### src/rtl/sdc_pkg.sv
package sdc_pkg;
  typedef enum logic [2:0] {
    ST_RESET  = 3'd0,
    ST_DIAG   = 3'd1,
    ST_SAFE   = 3'd2,
    ST_OFF    = 3'd3,
    ST_ACTIVE = 3'd4
  } sup_state_e;
endpackage

### src/rtl/sdc_dwell_timer.sv
// Counts cycles spent in the diagnostic state; flags the last allowed cycle.
module sdc_dwell_timer #(
  parameter int TO_CYC = 64
) (
  input  logic clk,
  input  logic rst_n,
  input  logic in_diag_i,
  output logic expire_o
);
  localparam int CW = $clog2(TO_CYC + 1);
  localparam logic [CW-1:0] LIM = CW'(TO_CYC - 1);

  logic [CW-1:0] cnt_q;

  always_ff @(posedge clk) begin
    if (!rst_n)          cnt_q <= '0;
    else if (!in_diag_i) cnt_q <= '0;
    else if (cnt_q != LIM) cnt_q <= cnt_q + 1'b1;
  end

  assign expire_o = in_diag_i && (cnt_q == LIM);

  AST_DWELL_BOUND: assert property (@(posedge clk) disable iff (!rst_n)
    cnt_q <= LIM);
  AST_DWELL_FRESH: assert property (@(posedge clk) disable iff (!rst_n)
    $rose(in_diag_i) |-> (cnt_q == '0));
endmodule

### src/rtl/sdc_wd_tracker.sv
// Watchdog reset-enable bit, saturating fail counter and restart pulse.
module sdc_wd_tracker #(
  parameter int FC_W = 4
) (
  input  logic            clk,
  input  logic            rst_n,
  input  logic            in_diag_i,
  input  logic            cfg_upd_i,
  input  logic            cfg_rst_en_i,
  input  logic            fail_evt_i,
  input  logic            clear_i,
  input  logic [FC_W-1:0] rst_th_i,
  output logic            rst_en_o,
  output logic [FC_W-1:0] fail_cnt_o,
  output logic            restart_o,
  output logic            escape_req_o
);
  localparam logic [FC_W-1:0] CNT_MAX = '1;

  logic            cfg_take;
  logic [1:0]      inc;
  logic [FC_W:0]   sum;
  logic [FC_W-1:0] cnt_next;
  logic [FC_W-1:0] cnt_q;
  logic            en_q;
  logic            rs_q;

  assign cfg_take = cfg_upd_i && in_diag_i;
  assign inc      = {1'b0, cfg_take} + {1'b0, fail_evt_i};
  assign sum      = {1'b0, cnt_q} + (FC_W+1)'(inc);
  assign cnt_next = sum[FC_W] ? CNT_MAX : sum[FC_W-1:0];

  always_ff @(posedge clk) begin
    if (!rst_n) begin
      cnt_q <= '0;
      en_q  <= 1'b1;
      rs_q  <= 1'b0;
    end else begin
      rs_q <= cfg_take;
      if (cfg_take) en_q <= cfg_rst_en_i;
      if (clear_i) cnt_q <= '0;
      else         cnt_q <= cnt_next;
    end
  end

  assign rst_en_o     = en_q;
  assign fail_cnt_o   = cnt_q;
  assign restart_o    = rs_q;
  assign escape_req_o = en_q && (cnt_q >= rst_th_i);

  AST_FC_MONOTONIC: assert property (@(posedge clk) disable iff (!rst_n)
    !clear_i |=> (cnt_q >= $past(cnt_q)));
  AST_RESTART_IN_DIAG: assert property (@(posedge clk) disable iff (!rst_n)
    restart_o |-> $past(in_diag_i));
  AST_EN_HOLD: assert property (@(posedge clk) disable iff (!rst_n)
    !in_diag_i |=> $stable(en_q));
endmodule

### src/rtl/sdc_cfg_gate.sv
// Configuration write lock: opened by command inside DIAGNOSTIC, closed on exit.
module sdc_cfg_gate (
  input  logic clk,
  input  logic rst_n,
  input  logic in_diag_i,
  input  logic in_diag_next_i,
  input  logic unlock_cmd_i,
  input  logic wr_req_i,
  output logic wr_en_o
);
  logic unlocked_q;

  always_ff @(posedge clk) begin
    if (!rst_n) unlocked_q <= 1'b0;
    else        unlocked_q <= in_diag_next_i &&
                              (unlocked_q || (in_diag_i && unlock_cmd_i));
  end

  assign wr_en_o = wr_req_i && in_diag_i && unlocked_q;

  AST_LOCK_OUTSIDE: assert property (@(posedge clk) disable iff (!rst_n)
    unlocked_q |-> in_diag_i);
  AST_UNLOCK_CAUSE: assert property (@(posedge clk) disable iff (!rst_n)
    $rose(unlocked_q) |-> $past(unlock_cmd_i));
endmodule

### src/rtl/diag_supervisor.sv
module diag_supervisor
  import sdc_pkg::*;
#(
  parameter int DIAG_TO_CYC = 64,
  parameter int ERR_W       = 4,
  parameter int FC_W        = 4
) (
  input  logic             clk,
  input  logic             rst_n,
  input  logic             rext_done_i,
  input  logic [ERR_W-1:0] dev_err_cnt_i,
  input  logic [ERR_W-1:0] safe_lock_th_i,
  input  logic             cmd_safe_exit_i,
  input  logic             cmd_clr_wake_i,
  input  logic             cmd_clr_lock_i,
  input  logic             cmd_mask_exit_i,
  input  logic             cmd_go_active_i,
  input  logic             wd_cfg_upd_i,
  input  logic             wd_cfg_rst_en_i,
  input  logic             wd_fail_evt_i,
  input  logic [FC_W-1:0]  wd_rst_th_i,
  input  logic             cfg_wr_req_i,
  output logic [2:0]       state_o,
  output logic             diag_to_o,
  output logic             diag_mask_o,
  output logic             cfg_wr_en_o,
  output logic             wd_rst_en_o,
  output logic [FC_W-1:0]  wd_fail_cnt_o,
  output logic             wd_restart_o
);
  sup_state_e state_q, state_d;
  logic mask_q, to_q;
  logic in_diag, in_diag_next;
  logic expire, escape_req, to_fire, enter_reset;

  assign in_diag      = (state_q == ST_DIAG);
  assign in_diag_next = (state_d == ST_DIAG);

  sdc_dwell_timer #(.TO_CYC(DIAG_TO_CYC)) u_timer (
    .clk(clk), .rst_n(rst_n), .in_diag_i(in_diag), .expire_o(expire)
  );

  sdc_wd_tracker #(.FC_W(FC_W)) u_wd (
    .clk(clk), .rst_n(rst_n), .in_diag_i(in_diag),
    .cfg_upd_i(wd_cfg_upd_i), .cfg_rst_en_i(wd_cfg_rst_en_i),
    .fail_evt_i(wd_fail_evt_i), .clear_i(enter_reset),
    .rst_th_i(wd_rst_th_i), .rst_en_o(wd_rst_en_o),
    .fail_cnt_o(wd_fail_cnt_o), .restart_o(wd_restart_o),
    .escape_req_o(escape_req)
  );

  sdc_cfg_gate u_gate (
    .clk(clk), .rst_n(rst_n), .in_diag_i(in_diag),
    .in_diag_next_i(in_diag_next), .unlock_cmd_i(cmd_clr_lock_i),
    .wr_req_i(cfg_wr_req_i), .wr_en_o(cfg_wr_en_o)
  );

  // timeout exit only when nothing of higher priority claims the cycle
  assign to_fire = in_diag && !mask_q && expire && !cmd_clr_wake_i;

  always_comb begin
    state_d = state_q;
    unique case (state_q)
      ST_RESET: if (rext_done_i)
                  state_d = (dev_err_cnt_i <= safe_lock_th_i) ? ST_DIAG : ST_SAFE;
      ST_DIAG: begin
        if (cmd_clr_wake_i)            state_d = ST_OFF;
        else if (mask_q && escape_req) state_d = ST_RESET;
        else if (to_fire)              state_d = ST_SAFE;
        else if (cmd_go_active_i)      state_d = ST_ACTIVE;
      end
      ST_SAFE:   if (cmd_safe_exit_i) state_d = ST_DIAG;
      ST_OFF:    state_d = ST_OFF;
      ST_ACTIVE: if (cmd_clr_wake_i)  state_d = ST_OFF;
      default:   state_d = ST_RESET;
    endcase
  end

  assign enter_reset = (state_d == ST_RESET) && (state_q != ST_RESET);

  always_ff @(posedge clk) begin
    if (!rst_n) begin
      state_q <= ST_RESET;
      mask_q  <= 1'b0;
      to_q    <= 1'b0;
    end else begin
      state_q <= state_d;
      if (in_diag && cmd_mask_exit_i) mask_q <= 1'b1;
      if (to_fire) to_q <= 1'b1;
    end
  end

  assign state_o     = state_q;
  assign diag_to_o   = to_q;
  assign diag_mask_o = mask_q;

  AST_OFF_HOLD: assert property (@(posedge clk) disable iff (!rst_n)
    (state_q == ST_OFF) |=> (state_q == ST_OFF));
  AST_TO_STICKY: assert property (@(posedge clk) disable iff (!rst_n)
    to_q |=> to_q);
  AST_MASK_NO_SAFE: assert property (@(posedge clk) disable iff (!rst_n)
    (in_diag && mask_q) |=> (state_q != ST_SAFE));
  AST_SAFE_WAITS: assert property (@(posedge clk) disable iff (!rst_n)
    ((state_q == ST_SAFE) && !cmd_safe_exit_i) |=> (state_q == ST_SAFE));
  AST_WAKE_FIRST: assert property (@(posedge clk) disable iff (!rst_n)
    (in_diag && cmd_clr_wake_i) |=> (state_q == ST_OFF));
  AST_RESET_CLEARS_FC: assert property (@(posedge clk) disable iff (!rst_n)
    (in_diag && $past(in_diag) && (state_d == ST_RESET)) |=> (wd_fail_cnt_o == '0));
endmodule

### config.mk
export PLATFORM = sky130hd
export DESIGN_NAME = diag_supervisor
export DESIGN_NICKNAME = d
export VERILOG_FILES = /design/src/rtl/sdc_pkg.sv /design/src/rtl/sdc_dwell_timer.sv /design/src/rtl/sdc_wd_tracker.sv /design/src/rtl/sdc_cfg_gate.sv /design/src/rtl/diag_supervisor.sv
export SDC_FILE = /design/constraint.sdc
export NUM_CORES = 1
export LEC_CHECK = 0
export ABC_CLOCK_PERIOD_IN_PS = 2400
export BUFFER_PORTS_ARGS = -buffer_cell sky130_fd_sc_hd__buf_2
export CELL_PAD_IN_SITES_DETAIL_PLACEMENT = 1
export CELL_PAD_IN_SITES_GLOBAL_PLACEMENT = 2
export CORE_ASPECT_RATIO = 0.75
export CORE_MARGIN = 2
export CORE_UTILIZATION = 29
export CTS_CLUSTER_DIAMETER = 50
export DETAILED_ROUTE_END_ITERATION = 12
export PLACE_DENSITY_LB_ADDON = 0.05
export SLEW_MARGIN = 20
export SYNTH_ARGS = -nofsm -noshare
export SYNTH_HDL_FRONTEND = slang
export SYNTH_SLANG_ARGS = --single-unit
### constraint.sdc
create_clock -name clk -period 2.4 [get_ports clk]
set_clock_uncertainty 0.05 [all_clocks]
set_input_delay 0.12 -clock clk [delete_from_list [all_inputs] [get_ports clk]]
set_output_delay 0.12 -clock clk [all_outputs]
set_load 0.03 [all_outputs]
Word-level counts from Yosys, hierarchy flattened. Cells that the tools add are included.

Bits in registers: 19. Word-level logic and storage cells: 52.

Mux-type cells: 10. $add $sub $neg: 3. Eq/ne operators: 7. Bitwise logic cells: 1. $lt $le $gt $ge: 2. Reduce and logical (&&, ||, !) cells: 21.

Operator list (count): two-way mux 3 bit (7); case mux 3 bit (5 select lines) (1); logical AND 1 bit (13); adder 7 x 1 -> 7 bit, second input constant (1); == test 7 x 6 -> 1 bit, second input constant (1); != test 7 x 6 -> 1 bit, second input constant (1); == test 3 x 1 -> 1 bit, second input constant (2); == test 3 x 2 -> 1 bit, second input constant (2); logical NOT 3 bit (2); adder 4 x 2 -> 5 bit (1); greater-or-equal comparator 4 bit (1); less-or-equal comparator 4 bit (1); two-way mux 4 bit (1); == test 3 bit, second input constant (1); nonzero test 3 bit (1); adder 1 x 1 -> 2 bit (1); logical NOT 1 bit (2); two-way mux 2 bit (1); AND reduction 2 bit (1); OR reduction 2 bit (1); logical OR 1 bit (1); inverter 1 bit (1).

Logic depth before layout (Yosys ltp).
Depth in word-level cells: 11. Mapped depth: 11.

By module. A second synthesis with hierarchy kept.

Cells, all modules: 138. Area total of the unflattened synthesis: 1209.9 µm².

By module, submodules not included: diag_supervisor (cells an instance 57, area an instance 484.2 µm², seq. area each 100.1 µm², times used 1); sdc_wd_tracker (cells an instance 39, area an instance 352.8 µm², seq. area each 120.1 µm², times used 1); sdc_dwell_timer (cells an instance 37, area an instance 334.1 µm², seq. area each 140.1 µm², times used 1); sdc_cfg_gate (cells an instance 5, area an instance 38.8 µm², seq. area each 20.0 µm², times used 1).

Worst setup path after synthesis. No wires, ideal clock.

Kind: register to register. Start point: register u_wd.cnt_q[0], in the netlist u_wd.fail_cnt_o[0]. End point: register u_gate.unlocked_q. Arrival time: 2.007 ns. Required time: 2.263 ns. Buffers on the path: 0. Clock period less this slack: 2.144 ns. Stages on the path, launching flop included: 9. Slack: 0.256 ns. Cells stage by stage: dfxtp_1 > inv_1 > ha_1 > nand2b_4 > a2111oi_4 > nor3_2 > o41ai_4 > o21a_1 > nor4b_2.

Cells in the longest elaborated chain, start to end: 8.

RTL lines: from (decl) (RTL line sdc_wd_tracker.sv:24) `logic [FC_W-1:0] cnt_q;`; from (signal assigned) (RTL line sdc_wd_tracker.sv:42) `else cnt_q <= cnt_next;`; greater-or-equal comparator 4 bit (RTL line sdc_wd_tracker.sv:49) `assign escape_req_o = en_q && (cnt_q >= rst_th_i);`; logical AND 1 bit (RTL line sdc_wd_tracker.sv:49); logical AND 1 bit (RTL line diag_supervisor.sv:68) `else if (mask_q && escape_req) state_d = ST_RESET;`; two-way mux 3 bit (RTL line diag_supervisor.sv:68); two-way mux 3 bit (RTL line diag_supervisor.sv:67) `if (cmd_clr_wake_i) state_d = ST_OFF;`; case mux 3 bit (5 select lines) (RTL line diag_supervisor.sv:63) `unique case (state_q)`; == test 3 x 1 -> 1 bit (RTL line diag_supervisor.sv:37) `assign in_diag_next = (state_d == ST_DIAG);`; logical AND 1 bit (RTL line sdc_cfg_gate.sv:15) `else unlocked_q <= in_diag_next_i &&`; to (signal assigned) (RTL line sdc_cfg_gate.sv:15); to (decl) (RTL line sdc_cfg_gate.sv:11) `logic unlocked_q;`.

Every way passes these cells. A chain may end at the register's enable or synchronous reset.

Worst setup path in the final report.
Start point: register u_wd.cnt_q[0], in the netlist u_wd.fail_cnt_o[0]. End point: register u_wd.cnt_q[3], in the netlist u_wd.fail_cnt_o[3].

Cells in the longest elaborated chain, start to end: 9. Elaborated cells between the ends (all ways): 11.

RTL lines: greater-or-equal comparator 4 bit (RTL line sdc_wd_tracker.sv:49); logical AND 1 bit (RTL line sdc_wd_tracker.sv:49); logical AND 1 bit (RTL line diag_supervisor.sv:68); two-way mux 3 bit (RTL line diag_supervisor.sv:68); two-way mux 3 bit (RTL line diag_supervisor.sv:67); case mux 3 bit (5 select lines) (RTL line diag_supervisor.sv:63); logical NOT 3 bit (RTL line diag_supervisor.sv:79) `assign enter_reset = (state_d == ST_RESET) && (state_q != ST_RESET);`; logical AND 1 bit (RTL line diag_supervisor.sv:79); OR reduction 2 bit (no source line).

Several ways; a longest one is shown, not always the timed one.

==> results.json <==
{
  "status": "completed",
  "io_buffer_count": 35,
  "async_flop_share": 0,
  "cts_buffers": 3,
  "gp_congestion": 0.776,
  "final_cell_mix": "buf_2 (35), dfxtp_1 (19), inv_1 (12), a21oi_1 (12), nand2_1 (11)",
  "place_area_mm2": 0.00142,
  "finalSetupViolCount": 0,
  "synthesis.area_mm2": 0.00120,
  "coreArea_mm2": 0.00400,
  "yosysSeqAreaShare": 0.318,
  "final_common_cell": "buf_2",
  "fin_crit_ns": 2.14,
  "period_share": 0.890,
  "worstMarginPinSlew_ns": 0.579,
  "synth_seq_cells": 19,
  "grt_start_max_net_pins": 13,
  "grt_pass1_wl_um": 4980,
  "cts_buffer_depth": 2,
  "drt-pass1-iter-count": 4,
  "clk_latency_ns": 0.26,
  "die_x_um": 78.2,
  "arrival_ns": 2.21,
  "place_ws_ns": 0.203,
  "wirelength_um": 2860,
  "track_usage": 0.139,
  "required_ns": 2.48,
  "viasPerCell": 4.73,
  "fin_ws_ns": 0.264,
  "cts-resized-gates": 0,
  "rows": 20,
  "p_int_mw": 0.588,
  "clkPwrFrac": 0.258,
  "max_cap_violations": 0,
  "io_pins": 36,
  "cp-end-kind": "register",
  "grt_remaining_overflow": 0,
  "fin_setup_tns_ns": 0,
  "synth.avg_cell_area_um2": 9.14,
  "hold_path.class": "in -> reg",
  "drive_gt1_frac": 0.293,
  "antenna_cells": 0,
  "p_sw_mw": 0.318,
  "hold_depth": 3,
  "critical_path_class": "reg -> reg",
  "p_comb_frac": 0.338,
  "vdd.ir_drop.worst_mv": 0.263,
  "grt_pass1_vias": 1028,
  "whs_ns": 0.0614,
  "drcViolationCount": 0,
  "syn_inst": 131,
  "cts_tree": "done",
  "dpl.hpwl_um": 2330,
  "slew_headroom": 0.613,
  "finalHoldViolCount": 0,
  "start_kind": "register",
  "cts-htree-levels": 1,
  "max_freq_mhz": 468,
  "rr_worst_depth": 8,
  "cts-root-buf": "clkbuf_8",
  "cp_max_fo": 4,
  "die_h_um": 59.7,
  "avgRoutedWirePerCell_um": 12.9,
  "post_cts_buffers": 0,
  "ys.flop_type": "dfxtp_1",
  "clk_pin_slew_ns": 0.08,
  "slew_violations": 0,
  "synthDistinctLibCells": 38,
  "drt_iter0_markers": 46,
  "yosysWarnings": 0,
  "syn_to_final_growth_pct": 22.3,
  "p_per_area_mw_per_mm2": 619,
  "cts_hold_buf": 0,
  "die-area_mm2": 0.00466,
  "stdcell_area_mm2": 0.00146,
  "nets": 203,
  "antenna_found_initial": 0,
  "num_vias": 1049,
  "rsz0062_at_grt": "false",
  "synth_edf_count": 0,
  "swShare": 0.351,
  "cts.sinks": 19,
  "leakagePower_nw": 0.658,
  "initial_core_util": 0.299,
  "antenna_left": 0,
  "p_seq_frac": 0.404,
  "synthesis.nets": 166
}
[cells in the mapped netlist, drive strengths merged (3+ instances only)]
| master | n | share of area |
|---|---|---|
| nor2b | 3 | 0.016 |
| and3 | 5 | 0.026 |
| nand3 | 5 | 0.021 |
| a21oi | 12 | 0.050 |
| nor3b | 3 | 0.023 |
| nand2b | 3 | 0.022 |
| dfxtp | 19 | 0.32 |
| xnor2 | 4 | 0.029 |
| o211ai | 3 | 0.019 |
| nand3b | 5 | 0.031 |
| inv | 12 | 0.038 |
| ha | 10 | 0.10 |
| nand2 | 11 | 0.034 |
| o21ai | 4 | 0.020 |
| nor3 | 3 | 0.017 |
| nor2 | 6 | 0.019 |
[worst paths after layout]
| check | endpoint | startpoint | slack, ns |
|---|---|---|---|
| max | u_wd.fail_cnt_o[3] | u_wd.fail_cnt_o[0] | 0.26 |
| max reg2reg | u_wd.fail_cnt_o[3] | u_wd.fail_cnt_o[0] | 0.26 |
| min | u_wd.rst_en_o | wd_cfg_rst_en_i | 0.06 |
| min reg2reg | u_timer.cnt_q[6] | u_timer.cnt_q[6] | 0.40 |
[metrics by stage]
step	util	cells	total power, mW
2_1_floorplan	-	131	0.598
3_3_place_gp	0.354	218	0.679
3_5_place_dp	0.354	218	0.684
4_1_cts	0.366	222	0.924
5_1_grt	0.366	222	0.974
6_report	0.366	222	0.906
[state kept, by name, summed over array words and instances, names as in the netlist]
signal	count
u_wd.restart_o	1
u_timer.cnt_q	7
state_o	3
u_wd.rst_en_o	1
u_gate.unlocked_q	1
u_wd.fail_cnt_o	4
diag_to_o	1
diag_mask_o	1
[routing by layer]
metal | share of wire | up-vias | routed length, um | track usage
li1 | - | 533 | - | -
met5 | 0 | - | 0 | 0
met3 | 0.055 | 4 | 158 | 0.0287
met4 | 0.013 | 0 | 38 | 0.0376
met2 | 0.42 | 28 | 1190 | 0.202
met1 | 0.51 | 484 | 1470 | 0.207
[cells by family after synthesis]
kind of cell / Yosys count / share of synthesized area
AOI/OAI and AO/OA: 27 / 0.177
xor gates and xnor gates: 5 / 0.0366
adders and majority gates: 11 / 0.121
buffers and inverters: 16 / 0.0627
DFF: 19 / 0.318
muxes: 1 / 0.00836
and+or+nand+nor: 52 / 0.277
[power by group through the flow]
stage	Sequential, mW	Clock (mW)	Combinational, mW
CTS	0.367	0.246	0.312
finish	0.366	0.234	0.306
global route	0.372	0.258	0.344
global placement	0.373	0	0.306
detailed placement	0.374	0	0.310
floorplan	0.408	0	0.190
[critical path, cell delays in order, from the launching register on]
cell and delay [ns]:
dfxtp_1 0.34, inv_1 0.07, ha_1 0.27, nand2b_4 0.12
a2111oi_4 0.06, nor3_2 0.32, o41ai_4 0.11, a2111oi_2 0.54
nor3b_1 0.11
[final cells by class]
| cell class | count | area, um2 |
|---|---|---|
| Fill cell | 505 | 2540 |
| Multi-Input combinational cell | 96 | 742 |
| Sequential cell | 19 | 380 |
| Timing Repair Buffer | 36 | 183 |
| Tap cell | 55 | 68.8 |
| Clock buffer | 4 | 45.0 |
| Inverter | 12 | 45.0 |
(Power assumes the default switching activity.)
